File: config.mk
export PLATFORM = sky130hd
export DESIGN_NAME = stat_xfilt_group
export DESIGN_NICKNAME = d
export VERILOG_FILES = /design/src/rtl/stat_xfilt_group.sv
export SDC_FILE = /design/constraint.sdc
export NUM_CORES = 1
export LEC_CHECK = 0
export ABC_CLOCK_PERIOD_IN_PS = 1600
export BUFFER_PORTS_ARGS = -buffer_cell sky130_fd_sc_hd__buf_2
export CORE_MARGIN = 5
export CORE_UTILIZATION = 30
export DETAILED_ROUTE_END_ITERATION = 8
export PLACE_DENSITY = 0.45
export SYNTH_ARGS = -nofsm -noshare
export SYNTH_HDL_FRONTEND = slang
export SYNTH_SLANG_ARGS = --single-unit
File: constraint.sdc
create_clock -name clk -period 1.6 [get_ports clk]
set_input_delay 0.32 -clock clk [delete_from_list [all_inputs] [get_ports clk]]
set_output_delay 0.32 -clock clk [all_outputs]
set_load 0.02 [all_outputs]
File: src/rtl/stat_xfilt_group.sv
module stat_xfilt_group #(
  parameter int WIDTH = 16,
  parameter int AW = 3,
  parameter logic [WIDTH-1:0] UNUSED_MASK = 16'hC000
) (
  input  logic             clk,
  input  logic             rst_n,
  input  logic             clr_stat,
  input  logic [WIDTH-1:0] cond_in,
  input  logic [AW-1:0]    reg_addr,
  input  logic             reg_wr,
  input  logic             reg_rd,
  input  logic [WIDTH-1:0] reg_wdata,
  output logic [WIDTH-1:0] reg_rdata,
  output logic             summary
);
  localparam logic [AW-1:0] A_COND   = AW'(0);
  localparam logic [AW-1:0] A_RISE   = AW'(1);
  localparam logic [AW-1:0] A_FALL   = AW'(2);
  localparam logic [AW-1:0] A_EVENT  = AW'(3);
  localparam logic [AW-1:0] A_ENABLE = AW'(4);

  logic [WIDTH-1:0] cond_live, prev_q, rise_q, fall_q, event_q, en_q, set_vec;
  logic evt_rd;

  assign cond_live = cond_in & ~UNUSED_MASK;
  assign set_vec   = (cond_live & ~prev_q & rise_q) | (~cond_live & prev_q & fall_q);
  assign evt_rd    = reg_rd && (reg_addr == A_EVENT);
  assign summary   = |(event_q & en_q);

  always_ff @(posedge clk) prev_q <= cond_live;

  always_ff @(posedge clk) begin
    if (!rst_n) begin
      rise_q    <= '1;
      fall_q    <= '0;
      en_q      <= '0;
      event_q   <= '0;
      reg_rdata <= '0;
    end else begin
      if (reg_wr) begin
        case (reg_addr)
          A_RISE:   rise_q <= reg_wdata;
          A_FALL:   fall_q <= reg_wdata;
          A_ENABLE: en_q   <= reg_wdata;
          default: ;
        endcase
      end
      if (evt_rd || clr_stat) event_q <= set_vec;
      else                    event_q <= event_q | set_vec;
      if (reg_rd) begin
        case (reg_addr)
          A_COND:   reg_rdata <= cond_live;
          A_RISE:   reg_rdata <= rise_q;
          A_FALL:   reg_rdata <= fall_q;
          A_EVENT:  reg_rdata <= event_q;
          A_ENABLE: reg_rdata <= en_q;
          default:  reg_rdata <= '0;
        endcase
      end
    end
  end
endmodule


==> run metrics <==
outcome complete, but fails checks; violations in the final reports negative setup slack; CTS root buf clkbuf_16; number of filler instances in the final layout between 1000 and 1500; worst slew margin relative to its limit about three quarters; synthesized cell area ~4200 um^2; initial antenna violation count 0; largest net degree at the start of global routing 26; largest buffer count on any clock path 2; number of max-slew violations in the final report 0; remaining number of nets flagged by the antenna check after routing 0; Synth top cells by count nand2_1, dfxtp_1, a21oi_1, nand3b_1, nand3_1; total area of sequential cells about 1800 um^2; Fmax between 500 and 600 MHz; top_reg_cell synth dfxtp_1; ratio of cells with drive above 1 in the final layout around a quarter; arrival time reported for the critical path endpoint between 1000 and 1500 ps; sequential-to-total area share from yosys stat roughly 44%; Vias 3586; sort of element at the end of the critical path output pin; Mean Syn Cell Area between 9 and 10 um^2; area of the multi-input gates ~2100 um^2; transition time at the pin with the least slew margin 373 ps; first-pass GRT wire length between 20 and 25 mm; DIE HEIGHT approximately 130 um; time the worst path needs with I/O delays and setup 1810 ps; layout net count 560; EDFF count, synth 0; worst hold margin 107 ps; top-area cell type share of the netlist area 44.0%; number of port buffers 54; first-pass detailed-route iteration total 4; GRT Total Usage ~17%; overflow left after global routing 0; Post-Synthesis Net Count about 500; synthesis-stage register bit count between 90 and 100; clock insertion delay at the later pin of the skew report 350 ps; total power per unit cell area 995 nW/um^2; area delta synth->final 22.2%; remaining routing DRC violations 0; critical path fanouts, max 2; most instantiated library cell after synthesis nand2_1; register-to-register setup slack approximately 620 ps; Sinks on Clock Net 92; number of levels the H-tree was split into 3; clock-pin transition on the worst setup and hold timing paths 70 ps; number of buffers added by the clock tree synthesis step 9; detailed-route wire length per cell roughly 19 um; CP startpoint kind register; final wirelength about 13 mm; # setup viols final 1; unrepaired setup endpoints after global routing true; maximum VDD drop between 0.5 and 0.6 mV; worst path setup slack after routing -205 ps; post-detail-place hpwl between 8 and 9 mm; number of vias per cell 5.09; effective utilization at floorplan a little under a third; number of failing hold endpoints at the final stage 0; DRT iter0 DRCs around 220; biggest area consumer among synthesized cells dfxtp_1; placeable core area roughly 14000 um^2; Yosys warning count 0; Layout Skew roughly 4.6 ps; max-cap check violation count 0; leading post-synthesis cells by cell area dfxtp_1, nand2_1, nand3b_1; share of flip-flops with an asynchronous set or reset after synthesis 0%; Final GP Congestion 0.752; kind of path behind the tightest hold check input port to register; type of the worst setup path register to output pin; setup TNS -205 ps; Pleak 1.96 nW; number of cell rows 43; Total Die Area 16400 um^2; via count of the first global-routing pass ~3600; antenna diode count 0; post-route clock period utilization 113%; die width around 130 um; Synth cell types 38; hold-fix buffer count after cts 0; post-synthesis cell count around 460; TritonCTS clock tree built; required time at the worst-slack endpoint approximately 1300 ps; top-level I/O count 57
## cell usage in the layout, fill, tap and decap left out, types with 14 or more instances in the layout
cell and count:
a21oi_1 56, a31oi_1 14, buf_2 53, buf_4 26
dfxtp_1 91, mux2i_1 16, nand2_1 96, nand3_1 17
nand3b_1 44
## state kept, by name, indices dropped and copies added, names as in the netlist
register,cells
en_q,16
event_q,14
fall_q,16
prev_q,14
reg_rdata,16
rise_q,16
## logic make-up (layout without fill, tap and decap cells)
group,after synthesis,in the layout,synth area share (%)
AND/OR/NAND/NOR,188,188,25.0
AO/OA/AOI/OAI,112,112,18.1
buffers and inverters,38,105,5.77
flip-flops,92,92,44.0
multiplexers,28,28,7.06
## repair_timing
item / in CTS / in global routing
hold endpoints to repair: 0 / 0
setup buffers: 1 / 0
resized for setup: 5 / 0
pin swaps: 1 / 0
setup endpoints to repair: 1 / 1
## worst paths after layout
check / cells past startpoint / start / to
worst max-delay path: 4 / event_q[12] / summary
worst min-delay path: 1 / cond_in[5] / prev_q[5]
worst min register to register: 2 / en_q[15] / en_q[15]
worst max register to register: 3 / event_q[2] / reg_rdata[2]
## cell type report
class | instances | area share (%)
multi-input combinational | 328 | 41.6
sequential | 92 | 36.0
timing repair buffer | 88 | 12.4
clock buffer | 13 | 5.09
tap | 180 | 4.40
clock inverter | 3 | 0.416
inverter | 1 | 0.0734
## worst max-delay path: stages (launching register included)
cell	delay, ps
dfxtp_2	320
a22o_1	230
a221oi_2	220
nand4_1	190
buf_6	180
## through the flow
stage | util [%] | cells | setup WS, ps | cell area (um^2) | power, mW
finish | 37.1 | 705 | -205 | 5110 | 5.09
global route | 37.1 | 705 | -287 | 5110 | 5.30
CTS | 37.1 | 705 | -207 | 5110 | 5.13
detailed placement | 34.9 | 688 | 80.9 | 4810 | 3.08
global placement | 34.9 | 688 | 51.9 | 4810 | 3.07
floorplan | - | 458 | 302 | 4190 | 2.83
## power breakdown
part / total (mW) / switching, mW / internal [mW]
clock: 2.05 / 0.913 / 1.14
sequential: 2.43 / 0.0573 / 2.37
combinational: 0.601 / 0.329 / 0.272
## metal layers
layer / wire length [um] / share of wire (%) / vias to the layer above / track usage, %
met5: 0 / 0 / - / 0
met4: 170 / 1.3 / 0 / 5.18
met3: 432 / 3.3 / 11 / 3.17
met2: 6320 / 48 / 63 / 28.4
met1: 6200 / 47 / 1738 / 21.5
li1: - / - / 1774 / -
Power figures use the tool's default switching activity.
